==> config.mk <==
export PLATFORM = sky130hd
export DESIGN_NAME = rx_read_throttler
export DESIGN_NICKNAME = d
export VERILOG_FILES = /design/src/rtl/rxthr_pkg.sv /design/src/rtl/rxthr_frame_counter.sv /design/src/rtl/rxthr_hold_timer.sv /design/src/rtl/rxthr_fsm.sv /design/src/rtl/rx_read_throttler.sv
export SDC_FILE = /design/constraint.sdc
export NUM_CORES = 1
export LEC_CHECK = 0
export BUFFER_PORTS_ARGS = -buffer_cell sky130_fd_sc_hd__buf_4
export CELL_PAD_IN_SITES_DETAIL_PLACEMENT = 1
export CELL_PAD_IN_SITES_GLOBAL_PLACEMENT = 1
export CORE_MARGIN = 4
export CORE_UTILIZATION = 45
export CTS_BUF_LIST = sky130_fd_sc_hd__clkbuf_4 sky130_fd_sc_hd__clkbuf_8
export DETAILED_ROUTE_END_ITERATION = 7
export PLACE_DENSITY = 0.95
export SLEW_MARGIN = 20
export SYNTH_ARGS = -nofsm -noshare
export SYNTH_HDL_FRONTEND = slang
export SYNTH_HIERARCHICAL = 1
export SYNTH_SLANG_ARGS = --single-unit
==> constraint.sdc <==
create_clock -name clk -period 8.2 [get_ports clk]
set_clock_uncertainty 0.05 [all_clocks]
set_input_delay 0.41 -clock clk [delete_from_list [all_inputs] [get_ports clk]]
set_output_delay 0.41 -clock clk [all_outputs]
set_load 0.01 [all_outputs]
==> src/rtl/rxthr_pkg.sv <==
`timescale 1ns/1ps
package rxthr_pkg;
    typedef enum logic [1:0] {
        PH_READ  = 2'd0,
        PH_HOLD  = 2'd1,
        PH_DRAIN = 2'd2
    } rxthr_phase_e;
endpackage

==> src/rtl/rxthr_frame_counter.sv <==
`timescale 1ns/1ps
module rxthr_frame_counter #(
    parameter int FRAME_W = 8
) (
    input  logic               clk,
    input  logic               rst_n,
    input  logic               beat_valid,
    input  logic               beat_sop,
    input  logic               beat_eop,
    input  logic               clear,
    input  logic [FRAME_W-1:0] stop_frames,
    output logic               stop_hit
);
    localparam logic [FRAME_W-1:0] CNT_MAX = {FRAME_W{1'b1}};

    logic [FRAME_W-1:0] cnt_q;
    logic               in_frame_q;
    logic               frame_done;
    logic [FRAME_W:0]   cnt_plus;

    // A frame completes only if it was opened by a start beat
    assign frame_done = beat_valid && beat_eop && (in_frame_q || beat_sop);
    assign cnt_plus   = {1'b0, cnt_q} + 1'b1;
    assign stop_hit   = frame_done && (stop_frames != '0)
                        && (cnt_plus == {1'b0, stop_frames});

    always_ff @(posedge clk or negedge rst_n) begin
        if (!rst_n) begin
            in_frame_q <= 1'b0;
        end else if (beat_valid) begin
            if (beat_eop) begin
                in_frame_q <= 1'b0;
            end else if (beat_sop) begin
                in_frame_q <= 1'b1;
            end
        end
    end

    always_ff @(posedge clk or negedge rst_n) begin
        if (!rst_n) begin
            cnt_q <= '0;
        end else if (clear) begin
            cnt_q <= '0;
        end else if (frame_done && cnt_q != CNT_MAX) begin
            cnt_q <= cnt_q + 1'b1;
        end
    end

    assert_clear_zeroes_R5: assert property (@(posedge clk) disable iff (!rst_n)
        clear |=> cnt_q == '0);
    assert_frame_counts_R1: assert property (@(posedge clk) disable iff (!rst_n)
        (frame_done && !clear && cnt_q != CNT_MAX) |=> cnt_q == $past(cnt_q) + 1'b1);
    assert_orphan_ignored_R6: assert property (@(posedge clk) disable iff (!rst_n)
        (beat_valid && beat_eop && !beat_sop && !in_frame_q && !clear) |=> cnt_q == $past(cnt_q));
endmodule

==> src/rtl/rxthr_hold_timer.sv <==
`timescale 1ns/1ps
module rxthr_hold_timer #(
    parameter int HOLD_W = 16
) (
    input  logic              clk,
    input  logic              rst_n,
    input  logic              load,
    input  logic [HOLD_W-1:0] load_val,
    input  logic              running,
    output logic              last
);
    logic [HOLD_W-1:0] cnt_q;

    assign last = running && (cnt_q <= HOLD_W'(1));

    always_ff @(posedge clk or negedge rst_n) begin
        if (!rst_n) begin
            cnt_q <= '0;
        end else if (load) begin
            cnt_q <= load_val;
        end else if (running && cnt_q != '0) begin
            cnt_q <= cnt_q - 1'b1;
        end
    end

    assert_hold_countdown_R3: assert property (@(posedge clk) disable iff (!rst_n)
        (running && !last && !load) |=> cnt_q == $past(cnt_q) - 1'b1);
endmodule

==> src/rtl/rxthr_fsm.sv <==
`timescale 1ns/1ps
module rxthr_fsm
    import rxthr_pkg::*;
#(
    parameter int FRAME_W = 8,
    parameter int HOLD_W  = 16
) (
    input  logic               clk,
    input  logic               rst_n,
    input  logic               stop_hit,
    input  logic [FRAME_W-1:0] stop_frames,
    input  logic [HOLD_W-1:0]  hold_cfg,
    input  logic               hold_last,
    input  logic               empty,
    output logic               hold_load,
    output logic               cnt_clear,
    output logic               hold_run,
    output logic               rd_en,
    output logic [1:0]         phase
);
    rxthr_phase_e state_q, state_d;

    always_ff @(posedge clk or negedge rst_n) begin
        if (!rst_n) begin
            state_q <= PH_READ;
        end else begin
            state_q <= state_d;
        end
    end

    always_comb begin
        state_d   = state_q;
        hold_load = 1'b0;
        cnt_clear = 1'b0;
        unique case (state_q)
            PH_READ: begin
                if (stop_hit) begin
                    if (hold_cfg == '0) begin
                        state_d = PH_DRAIN;       // stop-to-drain
                    end else begin
                        state_d   = PH_HOLD;      // stop-to-hold
                        hold_load = 1'b1;
                    end
                end
            end
            PH_HOLD: begin
                if (hold_last) begin
                    state_d = PH_DRAIN;           // hold-expire
                end
            end
            PH_DRAIN: begin
                if (empty) begin
                    state_d   = PH_READ;          // drain-done
                    cnt_clear = 1'b1;
                end
            end
            default: state_d = PH_READ;
        endcase
    end

    always_comb begin
        rd_en    = (state_q != PH_HOLD);
        hold_run = (state_q == PH_HOLD);
        phase    = state_q;
    end

    assert_stop_leaves_read_R1: assert property (@(posedge clk) disable iff (!rst_n)
        (state_q == PH_READ && stop_hit) |=> state_q != PH_READ);
    assert_zero_stop_stays_R2: assert property (@(posedge clk) disable iff (!rst_n)
        (state_q == PH_READ && stop_frames == '0) |=> state_q == PH_READ);
    assert_hold_persists_R3: assert property (@(posedge clk) disable iff (!rst_n)
        (state_q == PH_HOLD && !hold_last) |=> state_q == PH_HOLD);
    assert_zero_hold_skips_R3: assert property (@(posedge clk) disable iff (!rst_n)
        (state_q == PH_READ && stop_hit && hold_cfg == '0) |=> state_q == PH_DRAIN);
    assert_drain_until_empty_R4: assert property (@(posedge clk) disable iff (!rst_n)
        (state_q == PH_DRAIN && !empty) |=> state_q == PH_DRAIN);
    assert_drain_exit_R4: assert property (@(posedge clk) disable iff (!rst_n)
        (state_q == PH_DRAIN && empty) |=> state_q == PH_READ);
endmodule

==> src/rtl/rx_read_throttler.sv <==
`timescale 1ns/1ps
module rx_read_throttler #(
    parameter int FRAME_W = 8,
    parameter int HOLD_W  = 16
) (
    input  logic               clk,
    input  logic               rst_n,
    input  logic [FRAME_W-1:0] cfg_stop_frames,
    input  logic [HOLD_W-1:0]  cfg_hold_cycles,
    input  logic               rxq_empty,
    input  logic               rxq_valid,
    input  logic               rxq_sop,
    input  logic               rxq_eop,
    output logic               rxq_rd_en,
    output logic [1:0]         rd_phase
);
    localparam logic [1:0] PHASE_HOLD = 2'd1;

    logic stop_hit;
    logic hold_load;
    logic hold_last;
    logic hold_run;
    logic cnt_clear;
    logic beat_taken;

    // Beats presented while reads are withheld are not ours
    assign beat_taken = rxq_valid && rxq_rd_en;

    rxthr_frame_counter #(.FRAME_W(FRAME_W)) u_count (
        .clk         (clk),
        .rst_n       (rst_n),
        .beat_valid  (beat_taken),
        .beat_sop    (rxq_sop),
        .beat_eop    (rxq_eop),
        .clear       (cnt_clear),
        .stop_frames (cfg_stop_frames),
        .stop_hit    (stop_hit)
    );

    rxthr_hold_timer #(.HOLD_W(HOLD_W)) u_hold (
        .clk      (clk),
        .rst_n    (rst_n),
        .load     (hold_load),
        .load_val (cfg_hold_cycles),
        .running  (hold_run),
        .last     (hold_last)
    );

    rxthr_fsm #(.FRAME_W(FRAME_W), .HOLD_W(HOLD_W)) u_fsm (
        .clk         (clk),
        .rst_n       (rst_n),
        .stop_hit    (stop_hit),
        .stop_frames (cfg_stop_frames),
        .hold_cfg    (cfg_hold_cycles),
        .hold_last   (hold_last),
        .empty       (rxq_empty),
        .hold_load   (hold_load),
        .cnt_clear   (cnt_clear),
        .hold_run    (hold_run),
        .rd_en       (rxq_rd_en),
        .phase       (rd_phase)
    );

    assert_rd_low_only_hold_R8: assert property (@(posedge clk) disable iff (!rst_n)
        !rxq_rd_en |-> rd_phase == PHASE_HOLD);
endmodule

# ---- Word level (Yosys, flattened, before mapping)
# Index checks and enable logic that the tools add are counted.
dict set report word_totals {
  regBits 27
  inputBits 30
  output_inout_bits 3
  elab_cells 50
}
dict set report classes {
  n_addsub 3
  order_cmp 1
  n_eq_ne 8
  mux 16
  reduce_logical 18
}
# cell count
set ops {}
lappend ops {{16-bit two-way mux} 2}
lappend ops {{16-bit by 1-bit <= comparator with 1-bit output (second input constant)} 1}
lappend ops {{16-bit zero test} 1}
lappend ops {{8-bit two-way mux} 2}
lappend ops {{16-bit nonzero test} 1}
lappend ops {{16-bit by 1-bit subtractor with 16-bit output (second input constant)} 1}
lappend ops {{8-bit by 1-bit adder with 9-bit output (second input constant)} 1}
lappend ops {{9-bit by 8-bit == test with 1-bit output} 1}
lappend ops {{8-bit by 1-bit adder with 8-bit output (second input constant)} 1}
lappend ops {{1-bit logical AND} 8}
lappend ops {{2-bit two-way mux} 4}
lappend ops {{8-bit inequality test (second input constant)} 1}
lappend ops {{8-bit nonzero test} 1}
lappend ops {{1-bit two-way mux} 7}
lappend ops {{2-bit inequality test (second input constant)} 3}
lappend ops {{2-bit case mux with 3 select lines} 1}
lappend ops {{2-bit nonzero test} 3}
lappend ops {{3-bit AND reduction} 1}
lappend ops {{2-bit by 1-bit == test with 1-bit output (second input constant)} 1}
lappend ops {{2-bit == test (second input constant)} 1}
lappend ops {{2-bit zero test} 1}
lappend ops {{2-bit by 1-bit inequality test with 1-bit output (second input constant)} 1}
lappend ops {{2-bit AND reduction} 1}
lappend ops {{1-bit logical OR} 1}

# ---- Logic depth before layout (Yosys ltp)
dict set report logic_depth {
  word_depth 9
  mapped_depth 15
  mapped_depth_nobuf 12
}

# ---- Cells and area by module
# The synthesis kept the hierarchy.
# mod n_inst cells_each area_per_inst_um2 seq_area_each_um2
set by_module_without_submodules {}
lappend by_module_without_submodules {rxthr_hold_timer 1 121 1047.3 400.4}
lappend by_module_without_submodules {rxthr_frame_counter 1 80 730.7 225.2}
lappend by_module_without_submodules {rxthr_fsm 1 19 170.2 50.0}
lappend by_module_without_submodules {rx_read_throttler 1 1 6.3 0.0}

# ---- Worst setup path after synthesis
# Ideal clock, no wire load.
dict set report synth_timing {
  path_type {register -> register}
  from {reg u_fsm.state_q[0] (netlist: u_fsm/phase[0])}
  to {reg u_hold.cnt_q[3]}
  setup_time_ns 0.129
  arrival_ns 2.629
  required_time_ns 8.021
  slack_ns 5.392
  stages_incl_launch_ff 16
  path_buffers 3
  synth_period_minus_slack_ns 2.808
  cell_sequence {dfrtp_1 > nor2b_1 > inv_1 > and2_1 > o211a_1 > o31ai_4 > buf_6 > nor3_1 > and4_1 > nand2_1 > nor2b_1 > clkbuf_1 > inv_1 > clkbuf_1 > o211ai_1 > nand3_1}
}
dict set report synth_via {
  word_cells_on_any_way 13
  classes_between {eq/ne (2); mux (3); reduce/logical (8)}
}
# element line
set synth_rtl {}
lappend synth_rtl {{start, declared} rxthr_fsm.sv:21} ;# rxthr_phase_e state_q, state_d;
lappend synth_rtl {{start signal, assigned} rxthr_fsm.sv:27} ;# state_q <= state_d;
lappend synth_rtl {{2-bit by 1-bit == test with 1-bit output} rxthr_fsm.sv:63} ;# hold_run = (state_q == PH_HOLD);
lappend synth_rtl {{net hold_run} rx_read_throttler.sv:22} ;# logic hold_run;
lappend synth_rtl {{1-bit logical AND} rxthr_hold_timer.sv:21} ;# end else if (running && cnt_q != '0) begin
lappend synth_rtl {{2-bit nonzero test (no line)} n/a}
lappend synth_rtl {{end signal, assigned} rxthr_hold_timer.sv:20} ;# cnt_q <= load_val;
lappend synth_rtl {{end signal, assigned} rxthr_hold_timer.sv:22} ;# cnt_q <= cnt_q - 1'b1;
lappend synth_rtl {{end, declared} rxthr_hold_timer.sv:12} ;# logic [HOLD_W-1:0] cnt_q;
# The timed path passes the listed nets, and every way through them passes these cells.
# A chain may end at the register's enable or synchronous reset.

# ---- Final worst setup path
dict set report layout_timing {
  from {reg u_count.cnt_q[0]}
  to {reg u_hold.cnt_q[10]}
}
dict set report layout_via {
  elab_chain_cells 6
  word_cells_on_any_way 7
  classes_between {add/sub (1); eq/ne (1); mux (3); reduce/logical (2)}
}
# element line
set layout_lines {}
lappend layout_lines {{start, declared} rxthr_frame_counter.sv:16} ;# logic [FRAME_W-1:0] cnt_q;
lappend layout_lines {{start signal, assigned} rxthr_frame_counter.sv:45} ;# cnt_q <= cnt_q + 1'b1;
lappend layout_lines {{8-bit by 1-bit adder with 9-bit output (*)} rxthr_frame_counter.sv:23} ;# assign cnt_plus = {1'b0, cnt_q} + 1'b1;
lappend layout_lines {{9-bit by 8-bit == test with 1-bit output (*)} rxthr_frame_counter.sv:25} ;# && (cnt_plus == {1'b0, stop_frames});
lappend layout_lines {{1-bit logical AND (*)} rxthr_frame_counter.sv:25}
lappend layout_lines {{net stop_hit} rx_read_throttler.sv:19} ;# logic stop_hit;
lappend layout_lines {{1-bit two-way mux (*)} rxthr_fsm.sv:37} ;# if (stop_hit) begin
lappend layout_lines {{1-bit two-way mux (*)} rxthr_fsm.sv:35} ;# unique case (state_q)
lappend layout_lines {{net hold_load} rx_read_throttler.sv:20} ;# logic hold_load;
lappend layout_lines {{16-bit two-way mux / 2-bit nonzero test (equally long branches)} n/a}
# The timed path passes the listed nets; every way through them passes the cells marked *.

==> results.md <==
* HP Start: rxq_eop
* Post-Syn Area at 1950 µm²
* Clock root buffer: clkbuf_8
* Area growth from synthesis to layout at 15.9%
* Seq cells post-synth at 27
* Drt via density at 6.45
* I/O Pins at 33
* Pwr Total at 0.000446 W
* Most frequent cell after synthesis: dfrtp_1
* Hold Path End: u_count/in_frame_q
* Outcome: complete, no violations
* Skew-Pair Late Insertion Delay at 0.28 ns
* CTS max path bufs at 2
* Total gr overflow at 0
* Initial antenna violation count at 0
* Total track usage at 0.227
* CTS Buf Count at 3
* Primary FF master, synth: dfrtp_1
* Number of synthesized flops with an enable pin at 0
* R2R Setup Slk at 5.00 ns
* Starting density of the core at 0.478
* Core area at 4090 µm²
* FP Rows at 23
* Critical Path Sink Type: register
* DPL Wire Length at 4430 µm
* Hold Crit Class: in2reg
* Avg Cell Area, Syn at 8.84 µm²
* Synth top area cells: dfrtp_1, or4_1, o21ai_0
* Max Slew Vio Count at 0
* Min Tclk post-route at 3.20 ns
* PostCTS Resize Cnt at 0
* Ys async rst share at 1.00
* Max VDD drop at 0.0000978 V
* Antenna cell count at 0
* Reg2reg path depth at 11
* Fin area at 2260 µm²
* Clock slew at reported path FFs at 0.10 ns
* Worst relative slew slack at 0.369
* Synthesized instance count at 221
* Synth top area share at 0.346
* DIE WIDTH at 73.9 µm
* Fin crit share at 0.390
* CTS tree: yes
* Mapped Nets at 254
* Area leader, netlist: dfrtp_1
* Critical Path Start Type: register
* CTS sink count at 27
* Vias in the first global route at 1956
* Setup Viol. Count Final at 0
* Wire length per cell at 19.4 µm
* Unrepaired setup endpoints after global routing: no
* Setup TNS at 0 ns
* Layout cells sized above 1 at 0.222
* ANT nets after route at 0
* Final nets at 282
* Worst r2r src: u_count/cnt_q[0]
* Largest net degree at the start of global routing at 28
* Setup Crit Path Kind: reg2reg
* Maximum fanout along the worst path at 22
* Routed WL at 5770 µm
* Leak pwr at 0.827 nW
* Final Hold Viols at 0
* Max Cap Viol at 0
* CP required at 8.38 ns
* CP Data Arrival Time at 3.38 ns
* Synth Warn # at 6
* Die height at 73.9 µm
* Routability cong. at 0.951
* Detailed Route Iter0 Violations at 109
* Fmax at 0.313 GHz
* Port bufs at 32
* Top cells by count, synth: dfrtp_1, nand2_1, nor2_1
* Router iterations before antenna repair at 4
* Placed Area at 2210 µm²
* Die area at 5460 µm²
* Pwr/cell area at 197 nW/µm²
* Least-Margin Pin Slew at 0.938 ns
* First-pass GRT wire length at 9650 µm
* Critical R2R Capture: u_hold/cnt_q[10]
* Htree depth at 1
* Seq/Total Area, Yosys at 0.346
* DR vias at 1923
* Depth of the worst hold-timing path at 2
* Yosys cell types at 60
* DRC violations left at 0
==> worst max-delay path: stages, from the launching register on <==
cell and delay [ns]:
dfrtp_1 0.56, ha_1 0.34, nand3_2 0.19, o31ai_4 0.63
nor3_1 0.10, and4_1 0.23, nand2_1 0.08, nor2b_1 0.05
buf_4 0.20, inv_1 0.35, o41a_1 0.23, a22o_1 0.13
==> worst max-delay path by stage <==
stage	startpoint	endpoint	slack [ns]	cells after the start
3_3_place_gp	u_count/cnt_q[0]	u_hold/cnt_q[10]	5.29	11
2_1_floorplan	u_fsm/phase[0]	u_hold/cnt_q[3]	5.39	15
5_1_grt	u_count/cnt_q[0]	u_hold/cnt_q[1]	4.71	11
6_report	u_count/cnt_q[0]	u_hold/cnt_q[10]	5.00	11
3_5_place_dp	u_count/cnt_q[0]	u_hold/cnt_q[10]	5.07	11
4_1_cts	u_count/cnt_q[0]	u_hold/cnt_q[10]	5.06	11
==> timing repair <==
action / 4_1_cts / 5_1_grt
endpoints found under the hold margin: 27 / 0
setup buffers: 0 / 0
hold buffers: 1 / 0
==> layout by cell type, fill, tap and decap left out, types with 2 or more instances in the layout <==
master and instances:
clkbuf_8 3, ha_1 3, a21oi_1 12, nor2b_1 2
a211o_1 2, o21ai_0 13, nor2_1 14, or4_1 11
nor4_1 6, nand3_1 5, xor2_1 5, nand2_1 17
o31ai_1 5, o31a_2 2, and2_1 2, nor3_1 2
dfrtp_1 27, inv_1 9, and4_1 2, nor3b_1 3
nand4_1 5, and3_2 2, o41a_1 2, a31oi_1 5
o211ai_1 5, nand2b_1 3, or3_1 7, xnor2_1 4
or3_2 4, buf_4 33, nor4_2 4
==> area by class of cell <==
type                            instances  area [µm²]
Inverter                                9        33.8
Tap cell                               50        62.6
Clock inverter                          1        5.00
Timing Repair Buffer                   34         258
Sequential cell                        27         676
Clock buffer                            3        41.3
Multi-Input combinational cell        174        1190
Fill cell                             491        1820
==> kinds of logic (layout without fill, tap and decap cells) <==
family / Yosys count / count (layout) / synth area share
muxes: 1 / 1 / 0.00512
adders and majority gates: 3 / 3 / 0.0192
and+or+nand+nor: 97 / 97 / 0.306
xor gates and xnor gates: 9 / 9 / 0.0403
AOI/OAI and AO/OA: 64 / 64 / 0.238
buffers and inverters: 20 / 47 / 0.0461
DFF: 27 / 27 / 0.346
==> stage by stage <==
stage	hold WS (ns)	std cells	util	setup slack, ns
after floorplan	0.0644	221	-	5.39
after global placement	0.297	293	0.540	5.29
after detailed placement	0.297	293	0.540	5.07
after CTS	0.274	298	0.554	5.06
after global routing	0.272	298	0.554	4.71
final	0.274	298	0.554	5.00
==> power breakdown <==
part | internal (W) | total [W] | switching, W
Combinational | 0.0000701 | 0.000150 | 0.0000803
Clock | 0.0000342 | 0.0000794 | 0.0000452
Sequential | 0.000162 | 0.000216 | 0.0000539
==> routing by layer <==
layer  share of wire  GRT usage
met5               0          0
met4           0.014     0.0604
met3           0.059     0.0260
met2            0.48      0.374
met1            0.45      0.316
==> state kept, by name, indices dropped and copies added (netlist names) <==
name and count:
u_count/cnt_q 8, u_fsm/phase 2, u_count/in_frame_q 1, u_hold/cnt_q 16
(Power assumes the default switching activity.)
